==> src/rtl/mt_pkg.sv <==
package mt_pkg;
  localparam int unsigned MT_AW = 3;

  typedef enum logic [MT_AW-1:0] {
    REG_CTRL  = 3'd0,
    REG_COUNT = 3'd1,
    REG_PSCL  = 3'd2,
    REG_PCNT  = 3'd3,
    REG_MATCH = 3'd4,
    REG_MCTL  = 3'd5,
    REG_FLAG  = 3'd6,
    REG_RSVD  = 3'd7
  } reg_idx_e;

  localparam int unsigned CTRL_RUN_BIT   = 0;
  localparam int unsigned MCTL_IRQ_BIT   = 0;
  localparam int unsigned MCTL_RST_BIT   = 1;
  localparam int unsigned FLAG_MATCH_BIT = 0;
  localparam int unsigned MCTL_W         = 2;
endpackage

==> src/rtl/mt_regfile.sv <==
module mt_regfile
  import mt_pkg::*;
#(
  parameter int unsigned DW = 32
) (
  input  logic             clk,
  input  logic             rst_n,
  input  logic             bus_sel,
  input  logic             bus_wr,
  input  logic [MT_AW-1:0] bus_addr,
  input  logic [DW-1:0]    bus_wdata,
  output logic [DW-1:0]    bus_rdata,
  input  logic [DW-1:0]    cnt_val,
  input  logic [DW-1:0]    pcnt_val,
  input  logic             match_evt,
  output logic             run,
  output logic             irq_en,
  output logic             rst_en,
  output logic             flag,
  output logic             cnt_load,
  output logic             clr_req,
  output logic [DW-1:0]    pscl_val,
  output logic [DW-1:0]    match_val
);
  logic              run_q;
  logic [MCTL_W-1:0] mctl_q;
  logic [DW-1:0]     pscl_q;
  logic [DW-1:0]     match_q;
  logic              flag_q;

  function automatic logic wr_hit(input reg_idx_e idx);
    return bus_sel && bus_wr && (reg_idx_e'(bus_addr) == idx);
  endfunction

  // set has priority over clear so a colliding event survives
  function automatic logic flag_next(input logic cur, input logic set, input logic clr);
    return set | (cur & ~clr);
  endfunction

  assign cnt_load = wr_hit(REG_COUNT);
  assign clr_req  = wr_hit(REG_FLAG) && bus_wdata[FLAG_MATCH_BIT];

  always_ff @(posedge clk or negedge rst_n) begin
    if (!rst_n) begin
      run_q   <= 1'b0;
      mctl_q  <= '0;
      pscl_q  <= '0;
      match_q <= '0;
      flag_q  <= 1'b0;
    end else begin
      if (wr_hit(REG_CTRL))  run_q   <= bus_wdata[CTRL_RUN_BIT];
      if (wr_hit(REG_MCTL))  mctl_q  <= bus_wdata[MCTL_W-1:0];
      if (wr_hit(REG_PSCL))  pscl_q  <= bus_wdata;
      if (wr_hit(REG_MATCH)) match_q <= bus_wdata;
      flag_q <= flag_next(flag_q, match_evt && mctl_q[MCTL_IRQ_BIT], clr_req);
    end
  end

  always_comb begin
    bus_rdata = '0;
    if (bus_sel) begin
      case (reg_idx_e'(bus_addr))
        REG_CTRL:  bus_rdata = {{(DW-1){1'b0}}, run_q};
        REG_COUNT: bus_rdata = cnt_val;
        REG_PSCL:  bus_rdata = pscl_q;
        REG_PCNT:  bus_rdata = pcnt_val;
        REG_MATCH: bus_rdata = match_q;
        REG_MCTL:  bus_rdata = {{(DW-MCTL_W){1'b0}}, mctl_q};
        REG_FLAG:  bus_rdata = {{(DW-1){1'b0}}, flag_q};
        default:   bus_rdata = '0;
      endcase
    end
  end

  assign run       = run_q;
  assign irq_en    = mctl_q[MCTL_IRQ_BIT];
  assign rst_en    = mctl_q[MCTL_RST_BIT];
  assign flag      = flag_q;
  assign pscl_val  = pscl_q;
  assign match_val = match_q;
endmodule

==> src/rtl/mt_prescaler.sv <==
module mt_prescaler #(
  parameter int unsigned DW = 32
) (
  input  logic          clk,
  input  logic          rst_n,
  input  logic          run,
  input  logic [DW-1:0] limit,
  output logic [DW-1:0] pcnt,
  output logic          tick
);
  logic [DW-1:0] pcnt_q;

  // at or beyond the limit counts as wrap, so lowering the limit mid-count is safe
  function automatic logic at_limit(input logic [DW-1:0] c, input logic [DW-1:0] l);
    return c >= l;
  endfunction

  assign tick = run && at_limit(pcnt_q, limit);

  always_ff @(posedge clk or negedge rst_n) begin
    if (!rst_n)      pcnt_q <= '0;
    else if (tick)   pcnt_q <= '0;
    else if (run)    pcnt_q <= pcnt_q + DW'(1);
  end

  assign pcnt = pcnt_q;
endmodule

==> src/rtl/mt_counter.sv <==
module mt_counter #(
  parameter int unsigned DW = 32
) (
  input  logic          clk,
  input  logic          rst_n,
  input  logic          tick,
  input  logic          load,
  input  logic [DW-1:0] load_val,
  input  logic [DW-1:0] match_val,
  input  logic          rst_en,
  output logic [DW-1:0] count,
  output logic          match_evt
);
  logic [DW-1:0] count_q;

  function automatic logic [DW-1:0] next_count(input logic [DW-1:0] cur, input logic back_to_zero);
    return back_to_zero ? '0 : cur + DW'(1);
  endfunction

  assign match_evt = tick && (count_q == match_val);

  always_ff @(posedge clk or negedge rst_n) begin
    if (!rst_n)     count_q <= '0;
    else if (load)  count_q <= load_val;
    else if (tick)  count_q <= next_count(count_q, match_evt && rst_en);
  end

  assign count = count_q;
endmodule

==> src/rtl/match_timer.sv <==
module match_timer
  import mt_pkg::*;
#(
  parameter int unsigned DW = 32
) (
  input  logic             clk,
  input  logic             rst_n,
  input  logic             bus_sel,
  input  logic             bus_wr,
  input  logic [MT_AW-1:0] bus_addr,
  input  logic [DW-1:0]    bus_wdata,
  output logic [DW-1:0]    bus_rdata,
  output logic             irq_o
);
  logic          run;
  logic          tick;
  logic          match_evt;
  logic          irq_en;
  logic          rst_en;
  logic          flag;
  logic          cnt_load;
  logic          clr_req;
  logic [DW-1:0] pscl_val;
  logic [DW-1:0] match_val;
  logic [DW-1:0] count;
  logic [DW-1:0] pcnt;

  mt_regfile #(.DW(DW)) regs_i (
    .clk(clk), .rst_n(rst_n),
    .bus_sel(bus_sel), .bus_wr(bus_wr), .bus_addr(bus_addr),
    .bus_wdata(bus_wdata), .bus_rdata(bus_rdata),
    .cnt_val(count), .pcnt_val(pcnt), .match_evt(match_evt),
    .run(run), .irq_en(irq_en), .rst_en(rst_en), .flag(flag),
    .cnt_load(cnt_load), .clr_req(clr_req),
    .pscl_val(pscl_val), .match_val(match_val)
  );

  mt_prescaler #(.DW(DW)) presc_i (
    .clk(clk), .rst_n(rst_n), .run(run), .limit(pscl_val),
    .pcnt(pcnt), .tick(tick)
  );

  mt_counter #(.DW(DW)) cnt_i (
    .clk(clk), .rst_n(rst_n), .tick(tick),
    .load(cnt_load), .load_val(bus_wdata),
    .match_val(match_val), .rst_en(rst_en),
    .count(count), .match_evt(match_evt)
  );

  assign irq_o = flag & irq_en;
endmodule

==> config.mk <==
export PLATFORM = sky130hd
export DESIGN_NAME = match_timer
export DESIGN_NICKNAME = d
export VERILOG_FILES = /design/src/rtl/mt_pkg.sv /design/src/rtl/mt_regfile.sv /design/src/rtl/mt_prescaler.sv /design/src/rtl/mt_counter.sv /design/src/rtl/match_timer.sv
export SDC_FILE = /design/constraint.sdc
export NUM_CORES = 1
export LEC_CHECK = 0
export BUFFER_PORTS_ARGS = -buffer_cell sky130_fd_sc_hd__buf_2
export CAP_MARGIN = 25
export CORE_ASPECT_RATIO = 1.5
export CORE_MARGIN = 2
export CORE_UTILIZATION = 45
export CTS_CLUSTER_SIZE = 25
export DETAILED_ROUTE_END_ITERATION = 10
export PLACE_DENSITY = 0.69
export SYNTH_ARGS = -nofsm -noshare
export SYNTH_HDL_FRONTEND = slang
export SYNTH_SLANG_ARGS = --single-unit
==> constraint.sdc <==
create_clock -name clk -period 3.3 [get_ports clk]
set_clock_uncertainty 0.15 [all_clocks]
set_input_delay 0.33 -clock clk [delete_from_list [all_inputs] [get_ports clk]]
set_output_delay 0.33 -clock clk [all_outputs]
set_load 0.05 [all_outputs]
After elaboration in Yosys (flattened, before gate mapping)
Index checks and enable logic that the tools add are counted.
{ "totals": {"wordCells": 43, "register_bits": 132} }
{ "classes": {"mux": 7, "n_reduce_logical": 15, "add_sub_neg": 2, "eq_ne": 7, "n_lt_le_gt_ge": 1, "bitwise": 4} }
{ "ops": {"columns": ["cell", "count"], "rows": [
  ["32-bit one-hot mux with 7 select lines", 1],
  ["32-bit two-way mux", 6],
  ["32-bit by 1-bit adder with 32-bit output (second input constant)", 2],
  ["32-bit equality test", 1],
  ["32-bit >= comparator", 1],
  ["1-bit logical AND", 12],
  ["3-bit equality test (second input constant)", 3],
  ["3-bit by 2-bit equality test with 1-bit output (second input constant)", 2],
  ["2-bit nonzero test", 2],
  ["3-bit by 1-bit equality test with 1-bit output (second input constant)", 1],
  ["3-bit logical NOT", 1],
  ["1-bit bitwise AND", 2],
  ["1-bit inverter", 1],
  ["1-bit bitwise OR", 1]
]} }

Longest topological paths before layout
{ "logic_depth": {"word_depth": 7, "depth_mapped": 10} }

Cells and area by module
A second synthesis with hierarchy kept.
{ "hier_totals": {"cells_unflattened": 927, "area_unflattened_um2": 8652.0} }
{ "modules_own_cells": {"columns": ["module", "cells_per_inst", "area_each_um2", "seq_area_each_um2", "instances"], "rows": [
  ["mt_regfile", 289, 3485.8, 1701.6, 1],
  ["mt_counter", 357, 2738.9, 800.8, 1],
  ["mt_prescaler", 280, 2421.1, 800.8, 1],
  ["match_timer", 1, 6.3, 0.0, 1]
]} }

Worst setup path after synthesis
OpenSTA, ideal clock, no wires.
{ "synth_path": {"kind": "input to output", "startpoint": "input bus_addr[0]", "endpoint": "output bus_rdata[31]", "slack_ns": 0.501, "path_stages": 6, "t_arrival_ns": 2.319, "path_buffers": 2, "path_cell_list": "clkbuf_1 inv_1 nor3_1 clkbuf_1 a22oi_1 a21oi_1"} }
{ "synth_via": {"elab_chain_len": 3} }
{ "synth_lines": {"columns": ["item", "line", "text"], "rows": [
  ["from (decl)", "match_timer.sv:10", "input logic [MT_AW-1:0] bus_addr,"],
  ["3-bit equality test (tied with other cells)", "mt_regfile.sv:62", "case (reg_idx_e'(bus_addr))"],
  ["32-bit one-hot mux with 7 select lines (*)", "mt_regfile.sv:62", null],
  ["32-bit two-way mux (*)", "mt_regfile.sv:61", "if (bus_sel) begin"],
  ["to (decl)", "match_timer.sv:12", "output logic [DW-1:0] bus_rdata,"]
]} }
Every way passes the cells marked *; elsewhere a longest branch is shown, timed or not.

Worst setup path in the final report
{ "layout_path": {"startpoint": "register presc_i.pcnt_q[0] (netlist: presc_i.pcnt[0])", "endpoint": "register cnt_i.count_q[20] (netlist: cnt_i.count[20])"} }
{ "layout_via": {"elab_chain_len": 7} }
{ "layout_lines": {"columns": ["item", "line", "text"], "rows": [
  ["from (decl)", "mt_prescaler.sv:11", "logic [DW-1:0] pcnt_q;"],
  ["from (signal assigned)", "mt_prescaler.sv:23", "else if (run) pcnt_q <= pcnt_q + DW'(1);"],
  ["32-bit >= comparator (*)", "mt_prescaler.sv:15", "return c >= l;"],
  ["1-bit logical AND (*)", "mt_prescaler.sv:18", "assign tick = run && at_limit(pcnt_q, limit);"],
  ["1-bit logical AND", "mt_counter.sv:20", "assign match_evt = tick && (count_q == match_val);"],
  ["1-bit logical AND", "mt_counter.sv:25", "else if (tick) count_q <= next_count(count_q, match_evt && rst_en);"],
  ["32-bit two-way mux", "mt_counter.sv:17", "return back_to_zero ? '0 : cur + DW'(1);"],
  ["32-bit two-way mux", "mt_counter.sv:25", null],
  ["32-bit two-way mux", "mt_counter.sv:24", "else if (load) count_q <= load_val;"],
  ["to (signal assigned)", "mt_counter.sv:24", null],
  ["to (signal assigned)", "mt_counter.sv:25", null],
  ["to (decl)", "mt_counter.sv:14", "logic [DW-1:0] count_q;"]
]} }
Every way passes the cells marked *; elsewhere a longest branch is shown, timed or not. The select of a mux whose other input is x is not followed.
A chain may end at the register's enable or synchronous reset.

==> reports/results.txt <==
Outcome - finished clean
Slowest stage delay, CP - 0.47 ns
Largest area contributor in the netlist - dfrtp_1
Fraction of layout cells with a size suffix above 1 - 0.204
Drt total wl - 25.4 mm
Slew margin rel. - 0.398
CP endpoint kind - flip-flop
Die Footprint - 0.0191 mm^2
Vias in the first global route - 7685
Cell Area, Synth - 0.00811 mm^2
IO buf count - 71
Largest net degree at the start of global routing - 65
FMAX - 330 MHz
Post-route clock period utilization - 0.918
# nets final - 1068
Layout area overhead - 19.4%
Ys Warns - 0
Gate Count Post-Synth - 907
Clock latency on the worst-skew pair - 0.42 ns
Post-route ant nets - 0
Setup violations, final - 0
Syn_nets - 980
Core Box Area - 0.0178 mm^2
Syn_area_per_cell - 8.94 um^2
Fin util - 0.544
Commonest cells post-synth - 132 x dfrtp_1, 91 x nor2_1, 70 x nand2_1, 70 x o21ai_0, 61 x a22oi_1
Die X-Extent - 114 um
Initial core utilization - 0.456
Initial antenna violation count - 0
DR vias - 7450
Total GRT Usage - 0.277
CP arrival - 3.21 ns
R2R setup slack - 0.27 ns
Reg clk slew, reported paths - 0.06 ns
Top cell type's share of synthesized area - 0.407
Clock sinks - 132
Multi-input gate area - 0.00443 mm^2
Detailed Place HPWL - 17.9 mm
Drt first pass iters - 8
Hold Path Class - input pin to flip-flop
Worst-Margin Slew - 0.900 ns
CP required - 3.48 ns
Worst setup SP type - flip-flop
RSZ-0062 raised after global routing - no
Min-Delay Startpoint - bus_wdata[28]
Die H - 168 um
Placer Congestion - 0.901
Finished Layout Cells - 1224
Clock period minus worst slack - 3.03 ns
Fill count - 1585
Slowest CP cell - a311oi_1
Unique masters post-synth - 59
Number of flops mapped to enable cells by yosys - 0
Clock Tree Buf Depth - 2
R2r startpoint - presc_i.pcnt[0]$_DFFE_PN0P_
Most frequent cell after synthesis - dfrtp_1
Clk root buf - clkbuf_16
Global-route wire length before repair - 41.1 mm
Drt initial violations - 596
# DRC - 0
Pleak - 4.14 nW
IO Count - 72
Standard-cell rows - 60
FF+latch count, synth - 132
Hold slack final - 0.00936 ns
Register area share after synthesis - 0.407
Placed insts - 1177
Final hold violations - 0
R2r worst-path depth - 10
Via density - 6.09
Worst R2R End - cnt_i.count[20]$_DFFE_PN0P_
N_diodes - 0
Drt wl/cell - 20.8 um
Crit path kind - flip-flop to flip-flop
Reg area - 0.00330 mm^2
Most area-consuming cells after synthesis - dfrtp_1 41%, a22oi_1 5.6%, ha_1 5.2%
Top_reg_cell synth - dfrtp_1
Async S/R FF share, synth - 1.00
Setup Buffers After CTS - 0
TritonCTS clock tree - done
Crit path cell chain - inv_1, ha_1, nand2b_1, a2111o_1, a311oi_1, o22ai_2, nor2_2, buf_4, o21ai_0, a31oi_1
Cts bufs inserted - 17
Max-cap violations - 0
Hold EP - regs_i.pscl_val[28]$_DFFE_PN0P_
Overflow left after global routing - 0
Pwr Density - 593 mW/mm^2
Critical path peak fanout - 25
TNS Setup - 0 ns
H-tree Lvls - 4
Hold depth - 3
Worst vdd ir - 428 uV
Fin. max-slew vios - 0
cells by family after synthesis:
family          synth area share
mux                       0.0535
compound gates             0.174
simple gates               0.195
fa+ha+maj                 0.0524
xor+xnor                  0.0669
buf+inv                   0.0506
flops                      0.407
cells in the final DEF, fill, tap and decap left out, types with 35 or more instances in the layout:
| master | n |
|---|---|
| xnor2_1 | 42 |
| o21ai_0 | 70 |
| nand2_1 | 70 |
| buf_2 | 70 |
| a21oi_1 | 48 |
| buf_4 | 36 |
| a22oi_1 | 61 |
| inv_1 | 39 |
| a31oi_1 | 35 |
| nor2_1 | 90 |
| dfrtp_1 | 132 |
what timing repair did:
item                                   4_1_cts  5_1_grt
resized for setup                            0        0
endpoints found under the hold margin       57        0
hold buffers                                16        0
worst max path at each step:
| stage | startpoint | end | slack (ns) | cells after the start |
|---|---|---|---|---|
| 6_report | presc_i.pcnt[0]$_DFFE_PN0P_ | cnt_i.count[20]$_DFFE_PN0P_ | 0.27 | 10 |
| 5_1_grt | presc_i.pcnt[0]$_DFFE_PN0P_ | cnt_i.count[12]$_DFFE_PN0P_ | 0.09 | 10 |
| 4_1_cts | presc_i.pcnt[0]$_DFFE_PN0P_ | cnt_i.count[18]$_DFFE_PN0P_ | 0.25 | 10 |
| 3_5_place_dp | presc_i.pcnt[0]$_DFFE_PN0P_ | cnt_i.count[12]$_DFFE_PN0P_ | 0.27 | 10 |
| 3_3_place_gp | presc_i.pcnt[0]$_DFFE_PN0P_ | presc_i.pcnt[18]$_DFFE_PN0P_ | 0.34 | 10 |
| 2_1_floorplan | bus_addr[0] | bus_rdata[31] | 0.50 | 6 |
metal layers:
layer | vias up | GRT usage | routed length, um
li1 | 3442 | - | -
met1 | 3647 | 0.320 | 9770
met2 | 262 | 0.480 | 13100
met3 | 99 | 0.0468 | 1090
met4 | 0 | 0.163 | 1490
met5 | - | 0 | 0
where the power goes:
group	internal, mW	total (mW)	leakage (nW)	switching, mW
Combinational	0.570	1.38	2.24	0.807
Sequential	1.94	2.34	1.59	0.398
Clock	1.32	2.03	0.307	0.710
Total	3.83	5.75	4.14	1.91
layout make-up:
cell class                 count  area share
inverter                      39      0.0151
clock inverter                 7      0.0121
sequential                   132       0.341
tap                          217      0.0280
multi-input combinational    677       0.458
timing repair buffer         128      0.0921
clock buffer                  24      0.0539
worst max-delay path: cells and delay by family, from the launching register on:
family	cells	cell delay, ns
AO/OA/AOI/OAI	5	1.41
adder cells (fa/ha/maj)	1	0.24
buffers and inverters	2	0.45
flip-flops	1	0.41
AND/OR/NAND/NOR	2	0.28
registers in the layout (all words and copies together), names as in the netlist:
| register | cells |
|---|---|
| presc_i.pcnt | 32 |
| regs_i.flag | 1 |
| regs_i.match_val | 32 |
| regs_i.run | 1 |
| cnt_i.count | 32 |
| regs_i.mctl_q | 2 |
| regs_i.pscl_val | 32 |
stage by stage:
stage | worst slack (ns) | cell area (um^2) | total power, mW
after floorplan | 0.501 | 8110 | 3.22
after global routing | 0.0945 | 9680 | 6.04
after CTS | 0.246 | 9680 | 5.76
after detailed placement | 0.267 | 8880 | 3.70
final | 0.271 | 9680 | 5.75
after global placement | 0.341 | 8880 | 3.66
No activity file was read; power rests on OpenSTA's default activity.
